[config.mk]
export PLATFORM = sky130hd
export DESIGN_NAME = gain_ctrl_reg
export DESIGN_NICKNAME = d
export VERILOG_FILES = /design/src/rtl/gain_ctrl_pkg.sv /design/src/rtl/gcr_sync.sv /design/src/rtl/gcr_core.sv /design/src/rtl/gain_ctrl_reg.sv
export SDC_FILE = /design/constraint.sdc
export NUM_CORES = 1
export LEC_CHECK = 0
export BUFFER_PORTS_ARGS = -buffer_cell sky130_fd_sc_hd__buf_2
export CAP_MARGIN = 10
export CORE_MARGIN = 3
export CORE_UTILIZATION = 57
export DETAILED_ROUTE_END_ITERATION = 16
export GPL_TIMING_DRIVEN = 0
export PLACE_DENSITY_LB_ADDON = 0.05
export SYNTH_ARGS = -nofsm -noshare
export SYNTH_HDL_FRONTEND = slang
export SYNTH_SLANG_ARGS = --single-unit
[constraint.sdc]
create_clock -name clk -period 3.1 [get_ports clk]
set_input_delay 0.31 -clock clk [delete_from_list [all_inputs] [get_ports clk]]
set_output_delay 0.31 -clock clk [all_outputs]
set_load 0.02 [all_outputs]
[src/rtl/gain_ctrl_pkg.sv]
// Package: shared widths and field layout of the 9-bit gain control word.
// Assumes bit 0 is the first bit shifted in (fine LSB).
package gain_ctrl_pkg;
    localparam int FINE_W   = 4;
    localparam int COARSE_W = 4;
    localparam int WORD_W   = FINE_W + COARSE_W + 1;
    localparam int PIN_W    = 5;   // synchronised host pins

    // Pin positions inside the synchronised bundle
    localparam int P_SCLK = 0;
    localparam int P_DIN  = 1;
    localparam int P_LD   = 2;
    localparam int P_RD   = 3;
    localparam int P_MODE = 4;

    typedef logic [WORD_W-1:0] gword_t;

    typedef struct packed {
        logic                atten;
        logic [COARSE_W-1:0] coarse;
        logic [FINE_W-1:0]   fine;
    } gfields_t;
endpackage

[src/rtl/gcr_sync.sv]
// Module: multi-stage synchroniser with one extra history stage per bit.
// Assumes inputs are slow compared with clk; edges are found by comparing
// the synchronised level with the history stage.
module gcr_sync #(
    parameter int W      = 5,
    parameter int STAGES = 2
) (
    input  logic         clk,
    input  logic         rst_n,
    input  logic [W-1:0] d_async,
    output logic [W-1:0] lvl,
    output logic [W-1:0] prev
);
    localparam int DEPTH = STAGES + 1;

    for (genvar b = 0; b < W; b++) begin : g_bit
        logic [DEPTH-1:0] chain;

        // Shift each pin through its synchroniser and history stages
        always_ff @(posedge clk) begin
            if (!rst_n) chain <= '0;
            else        chain <= {chain[DEPTH-2:0], d_async[b]};
        end

        assign lvl[b]  = chain[STAGES-1];
        assign prev[b] = chain[STAGES];
    end
endmodule

[src/rtl/gcr_core.sv]
// Module: shift register, held word and serial output register.
// Assumes single-cycle event pulses from the synchroniser; all events are
// gated off while the synchronised mode bit selects parallel operation.
module gcr_core
    import gain_ctrl_pkg::*;
(
    input  logic   clk,
    input  logic   rst_n,
    input  logic   mode_ser,
    input  logic   sclk_lvl,
    input  logic   sclk_prev,
    input  logic   din_lvl,
    input  logic   ld_lvl,
    input  logic   ld_prev,
    input  logic   rd_lvl,
    input  logic   rd_prev,
    output gword_t held_q,
    output logic   sdout_q
);
    gword_t sr_q;
    logic   sclk_rise, sclk_fall, ld_ev, rd_raw, rd_ev;

    // Event decode from synchronised levels
    always_comb begin
        sclk_rise = mode_ser &&  sclk_lvl && !sclk_prev;
        sclk_fall = mode_ser && !sclk_lvl &&  sclk_prev;
        ld_ev     = mode_ser &&  ld_lvl   && !ld_prev;
        rd_raw    = mode_ser &&  rd_lvl   && !rd_prev;
        rd_ev     = rd_raw && !sclk_lvl;
    end

    // Shift register: readback load has priority over a serial shift
    always_ff @(posedge clk) begin
        if (!rst_n)         sr_q <= '0;
        else if (rd_ev)     sr_q <= held_q;
        else if (sclk_rise) sr_q <= {din_lvl, sr_q[WORD_W-1:1]};
    end

    // Held word: captures the shift register on a load strobe edge
    always_ff @(posedge clk) begin
        if (!rst_n)     held_q <= '0;
        else if (ld_ev) held_q <= sr_q;
    end

    // Serial output: first bit on readback load, next bit on sclk falling
    always_ff @(posedge clk) begin
        if (!rst_n)         sdout_q <= 1'b0;
        else if (rd_ev)     sdout_q <= held_q[0];
        else if (sclk_fall) sdout_q <= sr_q[0];
    end

    assert_latch_hold_R3: assert property (@(posedge clk) disable iff (!rst_n)
        !ld_ev |=> $stable(held_q));
    assert_readback_first_R4: assert property (@(posedge clk) disable iff (!rst_n)
        rd_ev |=> sdout_q == $past(held_q[0]));
    assert_sdout_advance_R5: assert property (@(posedge clk) disable iff (!rst_n)
        (sclk_fall && !rd_ev) |=> sdout_q == $past(sr_q[0]));
    assert_lato_ignored_R6: assert property (@(posedge clk) disable iff (!rst_n)
        (rd_raw && sclk_lvl && !sclk_rise) |=> $stable(sr_q));
    assert_ld_preshift_R9: assert property (@(posedge clk) disable iff (!rst_n)
        (ld_ev && sclk_rise) |=> held_q == $past(sr_q));
endmodule

[src/rtl/gain_ctrl_reg.sv]
// Module: top of the serial/parallel gain control register.
// Assumes host pins are asynchronous and much slower than clk; the output
// bypass in parallel mode is combinational from the pins.
module gain_ctrl_reg
    import gain_ctrl_pkg::*;
#(
    parameter int SYNC_STAGES = 2
) (
    input  logic              clk,
    input  logic              rst_n,
    input  logic              ser_mode,
    input  logic              sclk,
    input  logic              sdin,
    input  logic              ld_stb,
    input  logic              rd_stb,
    input  logic [WORD_W-1:0] par_word,
    output logic [WORD_W-1:0] gain_word,
    output logic              sdout
);
    logic [PIN_W-1:0] pins, lvl, prev;
    gword_t           held;
    gfields_t         sel;

    // Bundle the host pins for the synchroniser
    always_comb begin
        pins         = '0;
        pins[P_SCLK] = sclk;
        pins[P_DIN]  = sdin;
        pins[P_LD]   = ld_stb;
        pins[P_RD]   = rd_stb;
        pins[P_MODE] = ser_mode;
    end

    gcr_sync #(.W(PIN_W), .STAGES(SYNC_STAGES)) u_sync (
        .clk    (clk),
        .rst_n  (rst_n),
        .d_async(pins),
        .lvl    (lvl),
        .prev   (prev)
    );

    gcr_core u_core (
        .clk      (clk),
        .rst_n    (rst_n),
        .mode_ser (lvl[P_MODE]),
        .sclk_lvl (lvl[P_SCLK]),
        .sclk_prev(prev[P_SCLK]),
        .din_lvl  (lvl[P_DIN]),
        .ld_lvl   (lvl[P_LD]),
        .ld_prev  (prev[P_LD]),
        .rd_lvl   (lvl[P_RD]),
        .rd_prev  (prev[P_RD]),
        .held_q   (held),
        .sdout_q  (sdout)
    );

    // Output select: held word in serial mode, parallel pins otherwise
    always_comb begin
        sel       = ser_mode ? gfields_t'(held) : gfields_t'(par_word);
        gain_word = gword_t'(sel);
    end
endmodule

==> run metrics, run 1 <==
status=finished clean; GR Layer Usage met2=0.2972; Worst slew margin=0.7237; WL final=2.616 mm; Clock Path Buffers=2; P_sw=0.1645 mW; switch share=0.2223; Root Buffer=clkbuf_4; Clock Sinks=32; setup TNS=0 ns; Fmax=0.6941 GHz; Setup violations, final=0; crit path time final=1.441 ns; P&R area growth vs syn=16.06%; top_reg_cell synth=dfxtp_1; commonest non-fill, non-tap cell in the layout=dfxtp_1; main combinational cell family by area after synthesis=simple AND/OR/NAND/NOR gates; Crit. End Element=output port; Core Region=2255 um2; via count=946; total CTS buffers=5; Hold Vio Cnt, Final=0; GR Util met1=0.2583; part of the power in registers=0.571; DR iter-0 viols=16; Max Fanout on Critical Path=4; PortBufs=24; vias in the first global route=885; Combinational Power Share=0.076; Post-Synthesis Cells=122; NumNets Final=169; post-synthesis simple-gate area fraction=0.1852; worst r2r src=u_sync.g_bit[4].chain[1]$_SDFF_PN0_; row count=17; post-CTS sizing=0; clock-pin slew on the worst setup and hold paths=0.09 ns; die width=55.05 um; first-pass GRT wire length=4.160 mm; DRT Pass-1 Iters=4; critical path class=reg -> out; sequential cell area fraction in the yosys report=0.4672; ANT nets after route=0; startpoint types=flop; Total Power=0.7398 mW; CTS tree=yes; layout cells sized above 1=0.4248; largest net degree at the start of global routing=11; worst vdd ir=0.0004440 V; post-synthesis xor/xnor area fraction=0; async set-reset flop share out of synthesis=0; #FFs+latches synth=32; GRT Total Usage=0.2045; PwrDens=464.8 nW/um2; post-synthesis cell type count=24; hold path start=ld_stb; Tightest Hold Check Type=in -> reg; final core utilization=0.7059; Worst Tran Pin Value=0.4133 ns; clk_skew=0.009775 ns; Placer Congestion=0.7056; fin crit share=0.4647; arrival time at the worst endpoint=1.13 ns; Synth Net Count=138; Synth Area in Adders=0; Lkg Pwr=0.6749 nW; Starting Density=0.6082; Worst Setup SP=u_core.held_q[0]$_SDFFE_PN0P_; post-synthesis mux area share=0.1469; Residual DRC=0; ant diodes=0; Post-synth EDFFs=0; io pins=26; post-synthesis compound-gate area fraction=0.1633; gr busiest metal=met2; met3 global-route usage=0.05630; Via density=5.227; initial antenna violation count=0; DP HPWL=1.786 mm; RSZ-0062 raised after global routing=no; required time of the critical path=2.79 ns; later-pin clock latency in the skew report=0.33 ns; commonest cells after routing, fill and taps aside=dfxtp_1, buf_2, and2_1; Vert. Die Dim=55.05 um; Wirelength per Cell=14.45 um; total gr overflow=0; CTS Hold Bufs=0; Syn. warnings=0; CTS H-tree depth=2; Synth Area per Inst=11.24 um2; max-slew violations=0; setup bufs post-CTS=0; Clk network pwr share=0.353; synthesized area=1371 um2; Die ar.=3031 um2; internal power=0.5753 mW; max-cap violations=0
[synth_stat cells, drive strengths merged (2+ instances only)]
cell | instances | area, um2
a21oi | 7 | 57.55
dfxtp | 32 | 640.6
mux2 | 9 | 101.4
a22oi | 6 | 75.07
nand2 | 3 | 11.26
o21ai | 3 | 15.01
clkbuf | 3 | 11.26
and2 | 13 | 81.33
buf | 5 | 40.04
nand3 | 6 | 30.03
a21boi | 6 | 67.56
nor2b | 10 | 62.56
mux2i | 10 | 100.1
nand3b | 2 | 15.01
[worst max-delay path, stage by stage, from the launching register on]
cell	delay, ns
dfxtp_1	0.35
mux2_2	0.28
buf_2	0.16
[metrics by stage]
stage | std cells | setup WS [ns] | hold WS (ns) | instance area [um2]
6_report | 181 | 1.659 | 0.1814 | 1592
2_1_floorplan | 122 | 1.896 | 0.4119 | 1371
3_5_place_dp | 174 | 1.705 | 0.4203 | 1526
5_1_grt | 181 | 1.621 | 0.1711 | 1592
3_3_place_gp | 174 | 1.718 | 0.4144 | 1526
4_1_cts | 181 | 1.637 | 0.1628 | 1592
[flip-flops by register name, indices dropped and copies added (netlist names)]
signal	count
u_core.held_q	9
u_core.sdout_q	1
u_core.sr_q	9
u_sync.g_bit.chain	13
[per-layer routing]
metal / vias to the layer above / part of all wire
li1: 485 / -
met5: - / 0
met3: 8 / 0.039
met2: 21 / 0.46
met4: 0 / 0.030
met1: 432 / 0.47
[power by group through the flow]
stage | Combinational (mW) | Clock [mW] | Sequential, mW
2_1_floorplan | 0.0368 | 0 | 0.431
6_report | 0.0559 | 0.261 | 0.423
4_1_cts | 0.0566 | 0.271 | 0.423
3_3_place_gp | 0.0552 | 0 | 0.432
5_1_grt | 0.0618 | 0.287 | 0.424
3_5_place_dp | 0.0565 | 0 | 0.432
[worst paths after layout]
path	endpoint	slack, ns	cells after the start
max reg2reg	u_core.sr_q[1]$_SDFFE_PN0P_	1.89	3
min	u_sync.g_bit[2].chain[0]$_SDFF_PN0_	0.18	2
min reg2reg	u_sync.g_bit[3].chain[1]$_SDFF_PN0_	0.43	1
max	gain_word[0]	1.66	2
[cells by family after synthesis]
group | Yosys count
flops | 32
mux | 19
compound gates | 23
simple gates | 40
buf+inv | 8
[layout make-up]
| cell class | count | area, um2 |
|---|---|---|
| buffer | 8 | 51.30 |
| clock buffer | 7 | 65.06 |
| sequential | 32 | 640.6 |
| timing repair buffer | 24 | 120.1 |
| multi-input combinational | 82 | 679.4 |
| fill | 200 | 663.1 |
| tap | 28 | 35.03 |
(Power assumes the default switching activity.)
==> run 2: changes to the inputs <==
--- a/config.mk
+++ b/config.mk
@@ -8,7 +8,7 @@
 export BUFFER_PORTS_ARGS = -buffer_cell sky130_fd_sc_hd__buf_2
 export CAP_MARGIN = 10
 export CORE_MARGIN = 3
-export CORE_UTILIZATION = 57
+export CORE_UTILIZATION = 53
 export DETAILED_ROUTE_END_ITERATION = 16
 export GPL_TIMING_DRIVEN = 0
 export PLACE_DENSITY_LB_ADDON = 0.05
==> constraint.sdc (replaced) <==
create_clock -name clk -period 1.4 [get_ports clk]
set_input_delay 0.14 -clock clk [delete_from_list [all_inputs] [get_ports clk]]
set_output_delay 0.14 -clock clk [all_outputs]
set_load 0.02 [all_outputs]
==> run 2 against run 1 <==
  * Non-clock buffer count up 2
  * Wire length is 0.42% higher
  * Die area is 6.7% higher
  * Sequential cell count is the same
  * Clock-buffer cell count decreased by 1
  * Clock skew down 0.0049 ns
==> run metrics, run 2 (same netlist as run 1, synthesis figures left out) <==
commonest non-fill, non-tap cell in the layout=dfxtp_1; Die ar.=3234 um2 (+6.7%); clock-pin slew on the worst setup and hold paths=0.09 ns (about the same); CP Cell Sequence=mux2_2 > buf_2; Max Fanout on Critical Path=4 (unchanged); Clock Path Buffers=2 (unchanged); DRT Pass-1 Iters=4 (unchanged); max-cap violations=0 (unchanged); Hold Vio Cnt, Final=0 (unchanged); largest net degree at the start of global routing=11 (unchanged); total CTS buffers=5 (unchanged); Vert. Die Dim=56.87 um (+3.3%); clk_skew=0.004849 ns (-0.004926 ns); R2R cell count=3 (unchanged); initial antenna violation count=0 (unchanged); registers with the most flip-flops=u_sync.g_bit.chain: 13 flops, u_core.held_q: 9 flops, u_core.sr_q: 9 flops; io pins=26 (unchanged); CTS tree=yes; status=finished clean; Crit. End Element=output port; Hold Path Sink=u_sync.g_bit[3].chain[0]$_SDFF_PN0_; RSZ-0062 raised after global routing=no; Fmax=0.8034 GHz; first-pass GRT wire length=4.560 mm (+9.6%); required time of the critical path=1.26 ns (-1.53 ns); # fillers=193 (-3.5%); Wirelength per Cell=14.36 um (-0.68%); Core Region=2340 um2 (+3.8%); total gr overflow=0 (unchanged); vias in the first global route=993 (+12%); WL final=2.627 mm (+0.42%); commonest cells after routing, fill and taps aside=dfxtp_1, buf_2, and2_1; final core utilization=0.6807 (-0.02513); Tightest Hold Check Type=in -> reg; Clock Sinks=32 (unchanged); startpoint types=flop; post-CTS sizing=0 (unchanged); arrival time at the worst endpoint=1.10 ns (-0.03 ns); Lkg Pwr=0.6740 nW (-0.14%); flop-to-flop setup slack=0.22 ns (-1.67 ns); DP HPWL=1.806 mm (+1.1%); P&R area growth vs syn=16.15% (about the same); Setup violations, final=0 (unchanged); worst vdd ir=0.0007975 V (+80%); max-slew violations=0 (unchanged); setup TNS=0 ns (unchanged); placed cell area=1526 um2 (unchanged); worst r2r dst=u_core.sr_q[7]$_SDFFE_PN0P_; PortBufs=24 (unchanged); row count=17 (unchanged); max FFs per register=13 (unchanged); Starting Density=0.5861 (-0.02212); ANT nets after route=0 (unchanged); layout cells sized above 1=0.4129 (-0.01193); hold depth=2 (unchanged); NumNets Final=171 (+1.2%); CTS H-tree depth=2 (unchanged); crit-path max cell delay=0.36 ns (about the same); Residual DRC=0 (unchanged); GRT Total Usage=0.1843 (-0.02022); Root Buffer=clkbuf_4; DR iter-0 viols=19 (+3); hold path start=rd_stb; slowest CP cell=dfxtp_1; crit path time final=1.245 ns; Worst Tran Pin Value=0.4349 ns (+0.02162 ns); ant diodes=0 (unchanged); setup bufs post-CTS=0 (unchanged); Placer Congestion=0.7275 (+3.1%); largest reg by FF count=u_sync.g_bit.chain; Worst Setup SP=u_core.held_q[0]$_SDFFE_PN0P_; Via density=5.388 (+3.1%); die width=56.87 um (+3.3%); PwrDens=971.4 nW/um2 (+110%); fin crit share=0.8891; via count=986 (+4.2%); critical path class=reg -> out; Finished Cell Area=1593 um2 (about the same); worst r2r src=u_sync.g_bit[4].chain[1]$_SDFF_PN0_; later-pin clock latency in the skew report=0.33 ns (about the same); Worst slew margin=0.7092 (-0.01446)
run 2: cell count changes in the layout (fill, tap and decap cells not counted), sizes merged:
cell         previous run  this run
clkbuf                 10         9
dlygate4sd3             0         2
clkinv                  0         1
run 2: repair_timing:
item                                   CTS  global route
hold buffers                             2             0
setup endpoints to repair                0             0
endpoints found under the hold margin    2             0
run 2: final cells by class:
| type | instances | area, um2 | share of cell area |
|---|---|---|---|
| plain buffers | 8 | 51.30 | 0.03221 |
| clock buffers | 6 | 41.29 | 0.02592 |
| clock inverters | 1 | 5.005 | 0.003142 |
| multi-input cells | 82 | 679.4 | 0.4266 |
| flip-flops and latches | 32 | 640.6 | 0.4022 |
| well taps | 28 | 35.03 | 0.02200 |
| repair buffers | 26 | 140.1 | 0.08798 |
run 2: metal layers:
layer  routed length (um)  track usage  vias to the layer above
met5                    0            0                        -
met4                   46      0.06623                        0
met3                  153      0.06207                        6
met2                 1195       0.3003                       24
met1                 1231       0.2247                      465
li1                     -            -                      491
run 2: worst max path at each step:
stage,to,depth (start not counted)
6_report,gain_word[0],2
5_1_grt,gain_word[0],2
4_1_cts,gain_word[0],2
3_5_place_dp,u_core.sr_q[7]$_SDFFE_PN0P_,3
3_3_place_gp,u_core.sr_q[7]$_SDFFE_PN0P_,4
2_1_floorplan,u_core.sr_q[0]$_SDFFE_PN0P_,4
run 2: through the flow:
stage          total power, mW  hold slack [ns]  worst slack [ns]  instances
6_report                 1.547         0.008677            0.1553        183
5_1_grt                  1.614         0.003030            0.1051        183
4_1_cts                  1.566         0.001272            0.1349        183
3_5_place_dp             1.082           0.3496            0.2424        174
3_3_place_gp             1.079           0.3445            0.3077        174
2_1_floorplan            1.036           0.2673            0.3666        122
run 2: worst max-delay path: cells and delay by family, from the launching register on:
kind | cells | cell delay [ns]
flip-flops | 1 | 0.36
multiplexers | 1 | 0.27
buffers and inverters | 1 | 0.16
run 2: where the power goes:
group          total [mW]  switching, mW  internal, mW
clock network       0.483          0.298         0.185
registers           0.936        0.00901         0.927
logic               0.129         0.0623        0.0666
